<file path="src/rtl/conv_mac_pkg.sv">
package conv_mac_pkg;
  localparam int MAX_PH = 4;
  localparam int PH_W   = $clog2(MAX_PH);

  typedef enum logic [1:0] {
    MODE_X1  = 2'd0,
    MODE_X2  = 2'd1,
    MODE_X4  = 2'd2,
    MODE_X4A = 2'd3
  } mode_e;

  function automatic logic [PH_W-1:0] last_phase(input logic [1:0] m);
    case (mode_e'(m))
      MODE_X1: return PH_W'(0);
      MODE_X2: return PH_W'(1);
      default: return PH_W'(MAX_PH - 1);
    endcase
  endfunction
endpackage

</file>
<file path="src/rtl/conv_coef_store.sv">
module conv_coef_store #(
  parameter int TAPS   = 16,
  parameter int COEF_W = 8,
  localparam int ADDR_W = $clog2(TAPS)
) (
  input  logic                     clk_i,
  input  logic                     rst_ni,
  input  logic                     we_i,
  input  logic [ADDR_W-1:0]        addr_i,
  input  logic [COEF_W-1:0]        data_i,
  output logic [TAPS*COEF_W-1:0]   coef_o
);
  for (genvar k = 0; k < TAPS; k++) begin : g_ent
    logic [COEF_W-1:0] q;
    always_ff @(posedge clk_i or negedge rst_ni) begin
      if (!rst_ni)                              q <= '0;
      else if (we_i && addr_i == ADDR_W'(k))    q <= data_i;
    end
    assign coef_o[k*COEF_W +: COEF_W] = q;
  end
endmodule

</file>
<file path="src/rtl/conv_mac_lanes.sv">
module conv_mac_lanes #(
  parameter int LANES  = 4,
  parameter int PIX_W  = 8,
  parameter int COEF_W = 8,
  parameter int ACC_W  = 32,
  localparam int PROD_W = PIX_W + COEF_W + 1
) (
  input  logic [LANES*PIX_W-1:0]  pix_i,
  input  logic [LANES*COEF_W-1:0] coef_i,
  output logic [ACC_W-1:0]        psum_o
);
  logic [ACC_W-1:0] prod_ext [LANES];

  for (genvar i = 0; i < LANES; i++) begin : g_lane
    logic signed [PIX_W:0]    pix_s;
    logic signed [COEF_W-1:0] coef_s;
    logic signed [PROD_W-1:0] prod;
    assign pix_s  = $signed({1'b0, pix_i[i*PIX_W +: PIX_W]});
    assign coef_s = $signed(coef_i[i*COEF_W +: COEF_W]);
    assign prod   = pix_s * coef_s;
    // sign-extend product into accumulator width
    assign prod_ext[i] = {{(ACC_W-PROD_W){prod[PROD_W-1]}}, prod};
  end

  always_comb begin
    psum_o = '0;
    for (int i = 0; i < LANES; i++) psum_o = psum_o + prod_ext[i];
  end
endmodule

</file>
<file path="src/rtl/conv_acc_ctrl.sv">
module conv_acc_ctrl
  import conv_mac_pkg::*;
#(
  parameter int LANES  = 4,
  parameter int PIX_W  = 8,
  parameter int ACC_W  = 32,
  parameter int GAIN_W = 4,
  localparam int GRP_W = LANES * PIX_W,
  localparam int WIN_W = GRP_W * MAX_PH
) (
  input  logic              clk_i,
  input  logic              rst_ni,
  input  logic              start_i,
  input  logic [WIN_W-1:0]  win_i,
  input  logic [1:0]        mode_i,
  input  logic [GAIN_W-1:0] gain_i,
  input  logic [ACC_W-1:0]  casc_i,
  input  logic [ACC_W-1:0]  psum_i,
  output logic [GRP_W-1:0]  lane_pix_o,
  output logic [PH_W-1:0]   phase_o,
  output logic [PH_W-1:0]   last_o,
  output logic              active_o,
  output logic              done_o,
  output logic [ACC_W-1:0]  acc_o,
  output logic [GAIN_W-1:0] gain_o
);
  logic [WIN_W-1:0]  win_q;
  logic [PH_W-1:0]   phase_q, last_q;
  logic              active_q, done_q;
  logic [ACC_W-1:0]  acc_q;
  logic [GAIN_W-1:0] gain_q, gain_done_q;
  logic              first_ph, final_ph;

  assign first_ph   = (phase_q == '0);
  assign final_ph   = (phase_q == last_q);
  assign lane_pix_o = win_q[int'(phase_q)*GRP_W +: GRP_W];

  always_ff @(posedge clk_i or negedge rst_ni) begin
    if (!rst_ni) begin
      win_q       <= '0;
      phase_q     <= '0;
      last_q      <= '0;
      active_q    <= 1'b0;
      done_q      <= 1'b0;
      acc_q       <= '0;
      gain_q      <= '0;
      gain_done_q <= '0;
    end else begin
      done_q <= 1'b0;
      if (active_q) begin
        acc_q <= (first_ph ? '0 : acc_q) + psum_i + (final_ph ? casc_i : '0);
        if (final_ph) begin
          done_q      <= 1'b1;
          active_q    <= 1'b0;
          gain_done_q <= gain_q;
        end else begin
          phase_q <= phase_q + 1'b1;
        end
      end
      if (start_i) begin
        win_q    <= win_i;
        last_q   <= last_phase(mode_i);
        gain_q   <= gain_i;
        phase_q  <= '0;
        active_q <= 1'b1;
      end
    end
  end

  assign phase_o  = phase_q;
  assign last_o   = last_q;
  assign active_o = active_q;
  assign done_o   = done_q;
  assign acc_o    = acc_q;
  assign gain_o   = gain_done_q;
endmodule

</file>
<file path="src/rtl/conv_gain_shift.sv">
module conv_gain_shift #(
  parameter int ACC_W  = 32,
  parameter int GAIN_W = 4
) (
  input  logic              clk_i,
  input  logic              rst_ni,
  input  logic              done_i,
  input  logic [ACC_W-1:0]  acc_i,
  input  logic [GAIN_W-1:0] gain_i,
  output logic [ACC_W-1:0]  result_o,
  output logic              valid_o
);
  always_ff @(posedge clk_i or negedge rst_ni) begin
    if (!rst_ni) begin
      result_o <= '0;
      valid_o  <= 1'b0;
    end else begin
      valid_o <= done_i;
      if (done_i) result_o <= acc_i << gain_i;
    end
  end
endmodule

</file>
<file path="src/rtl/conv_mac.sv">
module conv_mac
  import conv_mac_pkg::*;
#(
  parameter int LANES  = 4,
  parameter int PIX_W  = 8,
  parameter int COEF_W = 8,
  parameter int ACC_W  = 32,
  parameter int GAIN_W = 4,
  localparam int TAPS   = LANES * MAX_PH,
  localparam int ADDR_W = $clog2(TAPS),
  localparam int WIN_W  = TAPS * PIX_W,
  localparam int CGRP_W = LANES * COEF_W
) (
  input  logic              clk_i,
  input  logic              rst_ni,
  input  logic              start_i,
  input  logic [WIN_W-1:0]  win_i,
  input  logic [1:0]        mode_i,
  input  logic [GAIN_W-1:0] gain_i,
  input  logic              coef_we_i,
  input  logic [ADDR_W-1:0] coef_addr_i,
  input  logic [COEF_W-1:0] coef_data_i,
  input  logic [ACC_W-1:0]  casc_i,
  output logic [ACC_W-1:0]  result_o,
  output logic              valid_o
);
  logic [TAPS*COEF_W-1:0]  coef_flat;
  logic [LANES*PIX_W-1:0]  lane_pix;
  logic [CGRP_W-1:0]       lane_coef;
  logic [ACC_W-1:0]        psum, acc;
  logic [PH_W-1:0]         phase, last_ph;
  logic                    active, done;
  logic [GAIN_W-1:0]       gain_done;

  conv_coef_store #(.TAPS(TAPS), .COEF_W(COEF_W)) u_store (
    .clk_i, .rst_ni,
    .we_i(coef_we_i), .addr_i(coef_addr_i), .data_i(coef_data_i),
    .coef_o(coef_flat)
  );

  assign lane_coef = coef_flat[int'(phase)*CGRP_W +: CGRP_W];

  conv_mac_lanes #(.LANES(LANES), .PIX_W(PIX_W), .COEF_W(COEF_W), .ACC_W(ACC_W)) u_lanes (
    .pix_i(lane_pix), .coef_i(lane_coef), .psum_o(psum)
  );

  conv_acc_ctrl #(.LANES(LANES), .PIX_W(PIX_W), .ACC_W(ACC_W), .GAIN_W(GAIN_W)) u_ctrl (
    .clk_i, .rst_ni, .start_i, .win_i, .mode_i, .gain_i, .casc_i,
    .psum_i(psum), .lane_pix_o(lane_pix), .phase_o(phase), .last_o(last_ph),
    .active_o(active), .done_o(done), .acc_o(acc), .gain_o(gain_done)
  );

  conv_gain_shift #(.ACC_W(ACC_W), .GAIN_W(GAIN_W)) u_gain (
    .clk_i, .rst_ni, .done_i(done), .acc_i(acc), .gain_i(gain_done),
    .result_o, .valid_o
  );
endmodule

</file>
<file path="config.mk">
export PLATFORM = sky130hd
export DESIGN_NAME = conv_mac
export DESIGN_NICKNAME = d
export VERILOG_FILES = /design/src/rtl/conv_mac_pkg.sv /design/src/rtl/conv_coef_store.sv /design/src/rtl/conv_mac_lanes.sv /design/src/rtl/conv_acc_ctrl.sv /design/src/rtl/conv_gain_shift.sv /design/src/rtl/conv_mac.sv
export SDC_FILE = /design/constraint.sdc
export NUM_CORES = 1
export LEC_CHECK = 0
export BUFFER_PORTS_ARGS = -buffer_cell sky130_fd_sc_hd__buf_2
export CORE_ASPECT_RATIO = 1.5
export CORE_MARGIN = 1.5
export CORE_UTILIZATION = 45
export CTS_CLUSTER_SIZE = 30
export DETAILED_ROUTE_END_ITERATION = 7
export HOLD_SLACK_MARGIN = 0.1
export PLACE_DENSITY = 0.7
export SLEW_MARGIN = 20
export SYNTH_ARGS = -nofsm -noshare
export SYNTH_HDL_FRONTEND = slang
export SYNTH_HIERARCHICAL = 1
export SYNTH_SLANG_ARGS = --single-unit
</file>
<file path="constraint.sdc">
create_clock -name clk_i -period 13.17 [get_ports clk_i]
set_input_delay 2.634 -clock clk_i [delete_from_list [all_inputs] [get_ports clk_i]]
set_output_delay 2.634 -clock clk_i [all_outputs]
set_load 0.02 [all_outputs]
</file>
# == Word level (Yosys, flattened, before mapping) ==
# Cells that the tools add are included.
# word_totals
ff_bits,335
inputBits,182
output_inout_bits,33
elab_cells,90
# op_classes
n_addsub,6
mul,4
n_eq_ne,18
n_shift,3
mux,11
n_reduce_logical,22
# ops
op,count
variable part select 128 x 8 -> 32 bit,2
adder 32 bit,4
multiplier 9 x 8 -> 17 bit,4
two-way mux 32 bit,2
equality test 4 bit (second input constant),8
<< shifter 32 x 4 -> 32 bit,1
adder 17 x 17 -> 18 bit,1
equality test 4 x 3 -> 1 bit (second input constant),4
logical AND 1 bit,16
equality test 4 x 2 -> 1 bit (second input constant),2
two-way mux 2 bit,3
two-way mux 1 bit,5
equality test 4 x 1 -> 1 bit (second input constant),1
logical NOT 2 bit,2
logical NOT 4 bit,1
case mux 2 bit (2 select lines),1
AND reduction 2 bit,2
adder 2 x 1 -> 2 bit (second input constant),1
equality test 2 x 1 -> 1 bit (second input constant),1
equality test 2 bit,1
!= test 2 bit (second input constant),1
nonzero test 2 bit,1

# == Longest topological paths before layout ==
# Gate-level depths: netlist of run 1.
# logic_depth
depth_word,7
ltp_mapped,38
ltp_nobuf,34

# == Hierarchy ==
# The synthesis of run 1 kept the hierarchy.
# by_module_without_submodules
mod,instances,cells_each,area_each_um2,seq_area_each_um2
conv_mac_lanes,1,1088,10012.1,0.0
conv_acc_ctrl,1,800,9990.8,4354.2
conv_coef_store,1,294,4943.5,3203.1
conv_gain_shift,1,206,2558.7,825.8
conv_mac,1,39,814.5,0.0

# == Worst setup path before layout of run 1 ==
# No wires, ideal clock.
# synth_timing
path_kind,register to register
from,"register u_ctrl.phase_q[0], in the netlist u_ctrl/phase_o[0]"
to,"register u_ctrl.acc_q[29], in the netlist u_ctrl/acc_o[29]"
setup_ps,65
t_arrival_ps,9361
required_time_ps,13105
slack_ps,3744
stages_incl_launch_ff,34
n_path_buf,4
synth_period_minus_slack_ps,9426
cell_sequence,dfrtp_1 buf_4 buf_2 mux4_2 and2_1 fa_1 inv_1 fa_1 fa_1 inv_1 fa_1 fa_1 fa_1 fa_1 inv_1 fa_1 inv_1 ha_1 and3_1 a221oi_2 nand2_2 a31oi_2 o211ai_2 buf_4 fa_1 ha_1 buf_2 a21oi_1 o21ai_1 a211oi_1 o221ai_1 a31oi_1 mux2_2 nand2_1
# synth_between
elab_cells_between_ends,15
cone_classes,add/sub (5); mul (4); eq/ne (1); shift (2); mux (2); reduce/logical (1)
# synth_rtl
element,line_no,source
from (decl),conv_acc_ctrl.sv:28,"logic [PH_W-1:0] phase_q, last_q;"
from (signal assigned),conv_acc_ctrl.sv:57,phase_q <= phase_q + 1'b1;
variable part select 128 x 8 -> 32 bit,conv_acc_ctrl.sv:36,assign lane_pix_o = win_q[int'(phase_q)*GRP_W +: GRP_W];
named net lane_pix[27],conv_mac.sv:28,logic [LANES*PIX_W-1:0] lane_pix;
multiplier 9 x 8 -> 17 bit,conv_mac_lanes.sv:20,assign prod = pix_s * coef_s;
adder 32 bit,conv_mac_lanes.sv:27,for (int i = 0; i < LANES; i++) psum_o = psum_o + prod_ext[i];
named net psum[19],conv_mac.sv:30,"logic [ACC_W-1:0] psum, acc;"
adder 32 bit (2 in a row),conv_acc_ctrl.sv:51,acc_q <= (first_ph ? '0 : acc_q) + psum_i + (final_ph ? casc_i : '0);
to (signal assigned),conv_acc_ctrl.sv:51,
to (decl),conv_acc_ctrl.sv:30,logic [ACC_W-1:0] acc_q;
# The timed path passes the listed nets, and every way through them passes these cells.
# A chain may end at the register's enable or synchronous reset.

# == Worst setup path after layout of run 1 ==
# layout_timing
from,"register u_ctrl.phase_q[0], in the netlist u_ctrl/phase_o[0]"
to,"register u_ctrl.acc_q[24], in the netlist u_ctrl/acc_o[24]"
# layout_between
elab_chain_len,7
elab_cells_between_ends,15
cone_classes,add/sub (5); mul (4); eq/ne (1); shift (2); mux (2); reduce/logical (1)
# layout_lines
element,line_no,source
variable part select 128 x 8 -> 32 bit,conv_mac.sv:41,assign lane_coef = coef_flat[int'(phase)*CGRP_W +: CGRP_W];
named net lane_coef[7],conv_mac.sv:29,logic [CGRP_W-1:0] lane_coef;
multiplier 9 x 8 -> 17 bit,conv_mac_lanes.sv:20,
adder 17 x 17 -> 18 bit,conv_mac_lanes.sv:27,
adder 32 bit (2 in a row),conv_mac_lanes.sv:27,
named net psum[19],conv_mac.sv:30,
adder 32 bit (2 in a row),conv_acc_ctrl.sv:51,
# The timed path passes the listed nets, and every way through them passes these cells.

==> results of run 1 <==
[flip-flops by register name (all words and copies together), names as in the netlist]
name / cells
u_ctrl/active_o: 1
u_gain/valid_o: 1
u_gain/result_o: 32
u_ctrl/gain_o: 4
u_ctrl/last_o: 2
u_ctrl/win_q: 128
u_store/g_ent.q: 128
u_ctrl/gain_q: 4
u_ctrl/done_o: 1
u_ctrl/phase_o: 2
u_ctrl/acc_o: 32
[placed cells by master (no fill, tap or decap), types with 10 or more instances in the layout]
| cell type | netlist | final |
|---|---|---|
| a21o_1 | 15 | 15 |
| a21oi_1 | 49 | 49 |
| and2_1 | 147 | 147 |
| and3_1 | 31 | 31 |
| buf_2 | 19 | 212 |
| buf_4 | 16 | 12 |
| clkbuf_16 | 0 | 38 |
| dfrtp_1 | 335 | 332 |
| fa_1 | 266 | 266 |
| ha_1 | 184 | 184 |
| inv_1 | 362 | 362 |
| mux2_2 | 276 | 276 |
| mux2i_1 | 36 | 36 |
| mux4_2 | 89 | 89 |
| nand2_1 | 137 | 137 |
| nand2b_1 | 24 | 24 |
| nor2_1 | 54 | 54 |
| nor2b_1 | 48 | 48 |
| nor3_1 | 11 | 11 |
| o21ai_0 | 30 | 30 |
| o21ai_1 | 14 | 14 |
| o221ai_1 | 10 | 10 |
| or3_1 | 11 | 11 |
| xnor2_1 | 31 | 29 |
| xor2_1 | 14 | 14 |
[cell families after synthesis]
group | share of synthesized area, %
AND/OR/NAND/NOR | 9.51
buffers and inverters | 6.87
adder cells (fa/ha/maj) | 26.9
multiplexers | 20.4
flip-flops | 29.6
AO/OA/AOI/OAI | 5.28
XOR/XNOR | 1.39
[layout make-up]
cell class | count | area, µm² | share of cell area (%)
Clock buffer | 48 | 1010 | 3.23
Inverter | 363 | 1360 | 4.36
Sequential cell | 335 | 8390 | 26.8
Timing Repair Buffer | 228 | 1220 | 3.89
Multi-Input combinational cell | 1629 | 18000 | 57.6
Antenna cell | 6 | 15.0 | 0.0480
Clock inverter | 21 | 268 | 0.856
Tap cell | 798 | 998 | 3.19
[worst max-delay path, delay by kind of cell, from the launching register on]
family	cells	cell delay (ns)
compound gates	7	1.52
xor+xnor	1	0.13
fa+ha+maj	11	5.12
buf+inv	5	1.00
flops	1	1.01
mux	2	0.93
simple gates	4	0.81
[layer usage]
layer	global-route usage (%)	vias to the layer above	routed length (µm)	part of all wire (%)
met4	10.5	0	3290	4.5
met2	45.7	484	40800	55
met1	24.9	9852	26900	37
met3	2.80	162	2620	3.6
met5	0	-	0	0
li1	-	8467	-	-
[stage by stage]
step | setup WS (ns) | hold slack [ns] | cells | utilization (%) | area (µm²)
after floorplan | 3.74 | 0.409 | 2427 | - | 28300
after global routing | 1.86 | 0.501 | 3427 | 50.2 | 31300
after CTS | 2.30 | 0.476 | 3422 | 50.2 | 31200
final | 2.39 | 0.469 | 3428 | 50.2 | 31300
after global placement | 2.51 | 0.458 | 3353 | 48.2 | 30000
after detailed placement | 2.34 | 0.463 | 3353 | 48.2 | 30000
[final timing paths]
kind	startpoint	to	slack, ns
setup / recovery	u_ctrl/phase_o[0]	u_ctrl/acc_o[24]	2.39
hold / removal	u_gain/result_o[22]	u_gain/result_o[22]	0.47
setup reg to reg	u_ctrl/phase_o[0]	u_ctrl/acc_o[24]	2.39
hold reg to reg	u_gain/result_o[22]	u_gain/result_o[22]	0.47
max in group asynchronous	rst_ni	u_ctrl/phase_o[0]	9.49
min in group asynchronous	rst_ni	u_store/g_ent[14].q[6]	2.11
==> results.py, run 1 <==
metrics = {
    "synthesis": {
        "synth-edff-count": 0,
        "yosysSeqAreaShare_pct": 29.6,
        "ys_top_cells_by_area": "dfrtp_1, fa_1, mux2_2",
        "synth_seq_cells": 335,
        "synth_ff_type": "dfrtp_1",
        "synth_nets": 3059,
        "yosysUniqueCellTypes": 76,
        "yosysWarningCount": 6,
        "synth.avg_cell_area_um2": 11.7,
        "netlist.area_leader.share_pct": 29.6,
        "netlist_area_um2": 28300,
        "yosys.area.top_type": "dfrtp_1",
        "synthTopCellsByCount": "inv_1, dfrtp_1, mux2_2",
        "async_flop_share_pct": 100,
        "synth_most_common_cell": "inv_1",
        "synthCells": 2427,
    },
    "final_layout": {
        "drive_gt1_share_pct": 26.9,
        "nets": 3227,
        "n_fill_cell": 5548,
        "syn_to_final_growth_pct": 10.4,
    },
    "drt": {
        "drt_wl_total_um": 73600,
        "route.detailed.drc": 0,
        "drt_iter0_drc": 1023,
        "vias_per_cell": 5.53,
        "first_pass_iters": 5,
        "final_antenna_net_count": 0,
        "wire_per_inst_um": 21.5,
        "dr_total_vias": 19000,
    },
    "hold_path": {
        "worstHoldPathCells": 1,
        "hold_class": "reg -> reg",
    },
    "clock_tree": {
        "clk_pin_slew_ns": 0.07,
        "htreeDepth": 2,
        "numCtsBuffers": 38,
        "post_cts_resized": 0,
        "cts_tree": "built",
        "cts_sinks": 335,
        "insertion_delay_ns": 0.58,
        "hold_buffers": 0,
        "postCtsSetupBuffers": 0,
        "cts-root-buf": "clkbuf_16",
        "clockBufferDepth": 3,
    },
    "global_routing": {
        "grt_pass1_wl_um": 117000,
        "grt_max_degree": 170,
        "antenna_found_initial": 7,
        "grt_pass1_vias": 21000,
        "grt_overflow_total": 0,
        "grtUsageTotal_pct": 23.3,
    },
    "sta": {
        "maxSlewHeadroom_pct": 32.9,
        "finalSetupViolCount": 0,
        "tightest_slew_ns": 1.01,
        "timing.final.max_slew_violations": 0,
        "clock.fmax_mhz": 92.7,
        "hold_viol": 0,
        "rsz0062_at_grt": "false",
        "fin_tns_setup_ns": 0,
        "finalCritPeriodShare_pct": 81.9,
        "fin_crit_ns": 10.78,
        "clock_skew_ns": 0.0232,
    },
    "worst_setup_path": {
        "cpPeakStageDelay_ns": 1.01,
        "crit_required_ns": 13.63,
        "cp.arrival_ns": 11.24,
        "crit_fanout": 43,
        "worstSetupEndpointType": "flop",
        "start_kind": "flop",
        "cpMostUsedCell": "fa_1",
        "reg2reg_depth": 30,
        "crit_type": "reg -> reg",
        "slowest_stage": "dfrtp_4",
    },
    "outcome": {
        "status": "finished, final reports clean",
    },
    "flow_run": {
        "drv_cap": 0,
    },
    "floorplanning": {
        "start_util_pct": 45.5,
        "rows": 112,
        "die_area_um2": 64500,
        "die_w_um": 208,
        "core_um2": 62200,
        "die_h_um": 310,
        "num_io_pins": 215,
    },
    "place": {
        "place.gp.congestion": 0.895,
        "detailed_place_hpwl_um": 58500,
        "port_buffers": 214,
    },
}
Power of run 1 is left out: the tool's default activity adds up to more than one toggle a clock period on the data nets, which glitch-free logic cannot reach.
==> inputs of run 2 (changes only) <==
- PLACE_DENSITY: 0.7 -> 0.72
- clock period: 13.17 -> 8.8 ns (I/O delays scaled with it)
==> results.py, run 2 (synthesis results as in run 1) <==
metrics = {
    "drt": {
        "vias_per_cell": 5.41,
        "dr_total_vias": 20100,
        "route.detailed.drc": 0,
        "wire_per_inst_um": 20.9,
        "first_pass_iters": 5,
        "final_antenna_net_count": 0,
        "drt_iter0_drc": 1153,
        "drt_wl_total_um": 77800,
    },
    "place": {
        "place.gp.congestion": 0.973,
        "port_buffers": 214,
        "detailed_place_hpwl_um": 61300,
        "dpl-instance-area_um2": 32000,
    },
    "worst_setup_path": {
        "crit_fanout": 7,
        "cp.arrival_ns": 10.07,
        "path_buf_inv": 8,
        "crit_required_ns": 9.28,
        "start_kind": "flop",
        "cpPeakStageDelay_ns": 0.60,
        "crit_type": "reg -> reg",
        "worstSetupEndpointType": "flop",
        "reg2reg_depth": 33,
        "worstSetupPathDepth": 33,
        "cpMostUsedCell": "fa_1",
        "slowest_stage": "fa_2",
        "crit_family": "adder cells",
    },
    "final_layout": {
        "drive_gt1_share_pct": 39.0,
        "mostFrequentLayoutCell": "inv_1",
        "final_area_um2": 34600,
        "final_cell_mix": "inv_1, dfrtp_1, mux2_2",
        "nets": 3513,
        "syn_to_final_growth_pct": 22.2,
        "top_regs": "u_ctrl/win_q (128), u_store/g_ent.q (128)",
    },
    "floorplanning": {
        "num_io_pins": 215,
        "die_area_um2": 64500,
        "start_util_pct": 45.5,
        "die_h_um": 310,
        "core_um2": 62200,
        "rows": 112,
        "die_w_um": 208,
    },
    "global_routing": {
        "grtUsageTotal_pct": 24.3,
        "grt_pass1_wl_um": 122000,
        "grt_overflow_total": 0,
        "antenna_found_initial": 11,
        "grt_max_degree": 169,
        "grt_pass1_vias": 22700,
    },
    "sta": {
        "finalCritPeriodShare_pct": 109,
        "whs_ns": 0.475,
        "maxSlewHeadroom_pct": 34.7,
        "tightest_slew_ns": 0.980,
        "fin_crit_ns": 9.59,
        "clock.fmax_mhz": 104,
        "clock_skew_ns": 0.0433,
        "finalSetupViolCount": 22,
        "timing.final.max_slew_violations": 0,
        "hold_viol": 0,
        "rsz0062_at_grt": "true",
        "setup_slack_ns": -0.795,
    },
    "clock_tree": {
        "hold_buffers": 0,
        "cts_tree": "built",
        "htreeDepth": 2,
        "cts_sinks": 335,
        "clockBufferDepth": 3,
        "clk_pin_slew_ns": 0.06,
        "insertion_delay_ns": 0.59,
        "numCtsBuffers": 36,
        "cts-root-buf": "clkbuf_16",
    },
    "hold_path": {
        "hold_class": "reg -> reg",
        "worstHoldPathCells": 1,
    },
    "flow_run": {
        "drv_cap": 0,
    },
    "outcome": {
        "status": "finished with violations",
        "violations": "setup timing",
    },
}
[run 2: cell types whose count changed in the layout (fill, tap and decap cells not counted), sizes merged]
cell | before | now
diode | 6 | 11
inv | 365 | 363
clkinvlp | 3 | 1
clkinv | 13 | 10
clkbuf | 48 | 51
buf | 228 | 516
[run 2: repair_timing]
item | 4_1_cts | 5_1_grt
cloned | 1 | 0
setup buffers | 13 | 41
resized for setup | 80 | 128
pin swaps | 32 | 61
endpoints found under the setup margin | 22 | 23
hold endpoints to repair | 0 | 0
[run 2: layout make-up]
cell class | count | area, µm²
fill | 5184 | 27600
multi-input combinational | 1629 | 19000
sequential | 335 | 8390
timing repair buffer | 516 | 3610
inverter | 363 | 1360
clock buffer | 51 | 1050
tap | 798 | 998
clock inverter | 14 | 203
antenna | 11 | 27.5
[run 2: per-layer routing]
metal / vias to the layer above / share of wire (%) / global-route usage (%)
met3: 234 / 3.0 / 2.70
met5: - / 0 / 0
met2: 525 / 55 / 46.9
met4: 0 / 6.2 / 13.9
met1: 10300 / 36 / 25.5
li1: 9024 / - / -
[run 2: final timing paths]
kind | start | endpoint | slack [ns]
max | u_ctrl/phase_o[0] | u_ctrl/acc_o[31] | -0.79
min reg2reg | u_gain/result_o[21] | u_gain/result_o[21] | 0.48
max reg2reg | u_ctrl/phase_o[0] | u_ctrl/acc_o[31] | -0.79
min in group asynchronous | rst_ni | u_store/g_ent[10].q[4] | 1.18
max in group asynchronous | rst_ni | u_ctrl/gain_o[0] | 6.02
min | u_gain/result_o[21] | u_gain/result_o[21] | 0.48
[run 2: through the flow]
step | utilization, % | std cells | setup WS [ns] | TNS (ns)
after floorplan | - | 2427 | -0.162 | -0.441
after global placement | 51.4 | 3591 | -0.762 | -12.12
after detailed placement | 51.4 | 3591 | -0.905 | -14.49
after CTS | 54.2 | 3670 | -0.683 | -10.72
after global routing | 55.6 | 3716 | -1.10 | -18.14
final | 55.6 | 3717 | -0.795 | -12.46
Power of run 2 is left out for the same reason.
==> inputs of run 3 (changes only) <==
- CORE_ASPECT_RATIO: 1.5 -> not set
- RECOVER_POWER: not set -> 100
- clock period: 8.8 -> 8.67 ns (I/O delays scaled with it)
==> results.py, run 3 (synthesis results as in run 1) <==
metrics = {
    "outcome": {
        "status": "finished with violations",
        "violations": "capacitance limit, slew limit, setup timing",
    },
    "worst_setup_path": {
        "r2r-end": "u_ctrl/acc_o[31]",
        "crit_type": "reg -> reg",
        "start_kind": "flop",
        "r2r_start": "u_ctrl/phase_o[0]",
        "worstSetupEndpointType": "flop",
        "reg2reg_depth": 32,
        "cp.arrival_ns": 10.17,
        "cpPeakStageDelay_ns": 0.62,
        "cpMostUsedCell": "fa_1",
        "crit_required_ns": 9.16,
        "crit_fanout": 8,
        "slowest_stage": "fa_1",
        "rrSetupSlack_ns": -1.01,
    },
    "global_routing": {
        "antenna_found_initial": 2,
        "grt_pass1_wl_um": 119000,
        "grt_pass1_vias": 22100,
        "grtUsageTotal_pct": 23.8,
        "grt_max_degree": 174,
        "grt_overflow_total": 0,
    },
    "drt": {
        "drt_iter0_drc": 1145,
        "final_antenna_net_count": 0,
        "wire_per_inst_um": 20.0,
        "drt_wl_total_um": 75000,
        "dr_total_vias": 20000,
        "route.detailed.drc": 0,
        "first_pass_iters": 5,
        "vias_per_cell": 5.33,
    },
    "sta": {
        "setup_slack_ns": -1.01,
        "clock.fmax_mhz": 103,
        "rsz0062_at_grt": "true",
        "hold_viol": 0,
        "maxSlewHeadroom_pct": -191,
        "finalSetupViolCount": 22,
        "clock_skew_ns": 0.0233,
        "fin_crit_ns": 9.68,
        "finalCritPeriodShare_pct": 112,
        "tightest_slew_ns": 4.37,
        "timing.final.max_slew_violations": 454,
    },
    "clock_tree": {
        "cts-root-buf": "clkbuf_16",
        "numCtsBuffers": 36,
        "htreeDepth": 2,
        "clockBufferDepth": 3,
        "cts_tree": "built",
        "hold_buffers": 0,
        "cts_sinks": 335,
        "clk_pin_slew_ns": 0.07,
        "insertion_delay_ns": 0.57,
    },
    "final_layout": {
        "mostFrequentLayoutCell": "inv_1",
        "final_core_util_pct": 56.1,
        "syn_to_final_growth_pct": 22.8,
        "drive_gt1_share_pct": 38.9,
        "nets": 3524,
        "final_cells": 3759,
        "final_cell_mix": "inv_1, dfrtp_1, mux2_2",
        "top_regs": "u_ctrl/win_q (128), u_store/g_ent.q (128)",
    },
    "floorplanning": {
        "num_io_pins": 215,
        "rows": 91,
        "core_um2": 61900,
        "start_util_pct": 45.7,
        "die_h_um": 254,
        "die_area_um2": 64400,
        "die_w_um": 254,
    },
    "hold_path": {
        "worst_hold_startpoint": "u_gain/result_o[10]",
        "hold_class": "reg -> reg",
        "worstHoldPathCells": 1,
        "hold-path-endpoint": "u_gain/result_o[10]",
    },
    "place": {
        "dp_slack_ns": -1.20,
        "dp.cells": 3642,
        "detailed_place_hpwl_um": 57700,
        "place.gp.congestion": 0.955,
        "port_buffers": 214,
    },
    "flow_run": {
        "drv_cap": 5,
    },
}
## run 3: cell types whose count changed in the layout (fill, tap and decap cells not counted), moves of 5 or more
cell,previous run,this run
nor2_1,48,58
and2_1,133,128
o21ai_1,16,6
fa_1,260,252
clkbuf_1,6,13
o21ai_0,15,24
buf_4,260,265
buf_6,31,26
fa_2,6,14
diode_2,11,2
nor2_2,13,2
## run 3: timing repair
item / CTS / global route
gates cloned: 3 / 1
pin swaps: 49 / 61
setup endpoints to repair: 23 / 24
resized for setup: 122 / 88
setup buffers: 33 / 19
hold endpoints to repair: 0 / 0
## run 3: per-layer routing
metal / track usage (%) / up-vias / part of all wire (%)
li1: - / 9046 / -
met1: 29.3 / 10300 / 41
met2: 41.9 / 527 / 51
met3: 3.67 / 138 / 4.7
met4: 9.00 / 0 / 3.2
met5: 0 / - / 0
## run 3: metrics by stage
stage | TNS [ns] | instance area [µm²] | hold WS, ns
final | -16.56 | 34800 | 0.475
after global routing | -22.14 | 34800 | 0.497
after CTS | -14.42 | 34300 | 0.477
after detailed placement | -19.90 | 32200 | 0.463
after global placement | -17.55 | 32200 | 0.461
after floorplan | -1.72 | 28600 | 0.409
## run 3: how the worst max path moves through the flow
stage,start,end,cells after the start
4_1_cts,u_ctrl/phase_o[0],u_ctrl/acc_o[24],33
5_1_grt,u_ctrl/phase_o[0],u_ctrl/acc_o[24],34
2_1_floorplan,u_ctrl/phase_o[0],u_ctrl/acc_o[29],31
6_report,u_ctrl/phase_o[0],u_ctrl/acc_o[31],32
3_3_place_gp,u_ctrl/phase_o[0],u_ctrl/acc_o[31],32
3_5_place_dp,u_ctrl/phase_o[0],u_ctrl/acc_o[31],31
## run 3: layout make-up
class                      instances  area, µm²
clock buffer                      52       1070
fill                            5111      27200
clock inverter                    14        175
inverter                         363       1360
multi-input combinational       1629      19000
tap                              837       1050
timing repair buffer             527       3760
antenna                            2       5.00
sequential                       335       8390
## run 3: critical path: cells and delay by family (launching register included)
family / cells / cell delay (ns)
buffers and inverters: 7 / 0.99
AOI/OAI and AO/OA: 8 / 1.43
adders and majority gates: 11 / 5.15
DFF: 1 / 0.51
and+or+nand+nor: 4 / 0.68
muxes: 2 / 0.84
Power of run 3 is left out for the same reason.
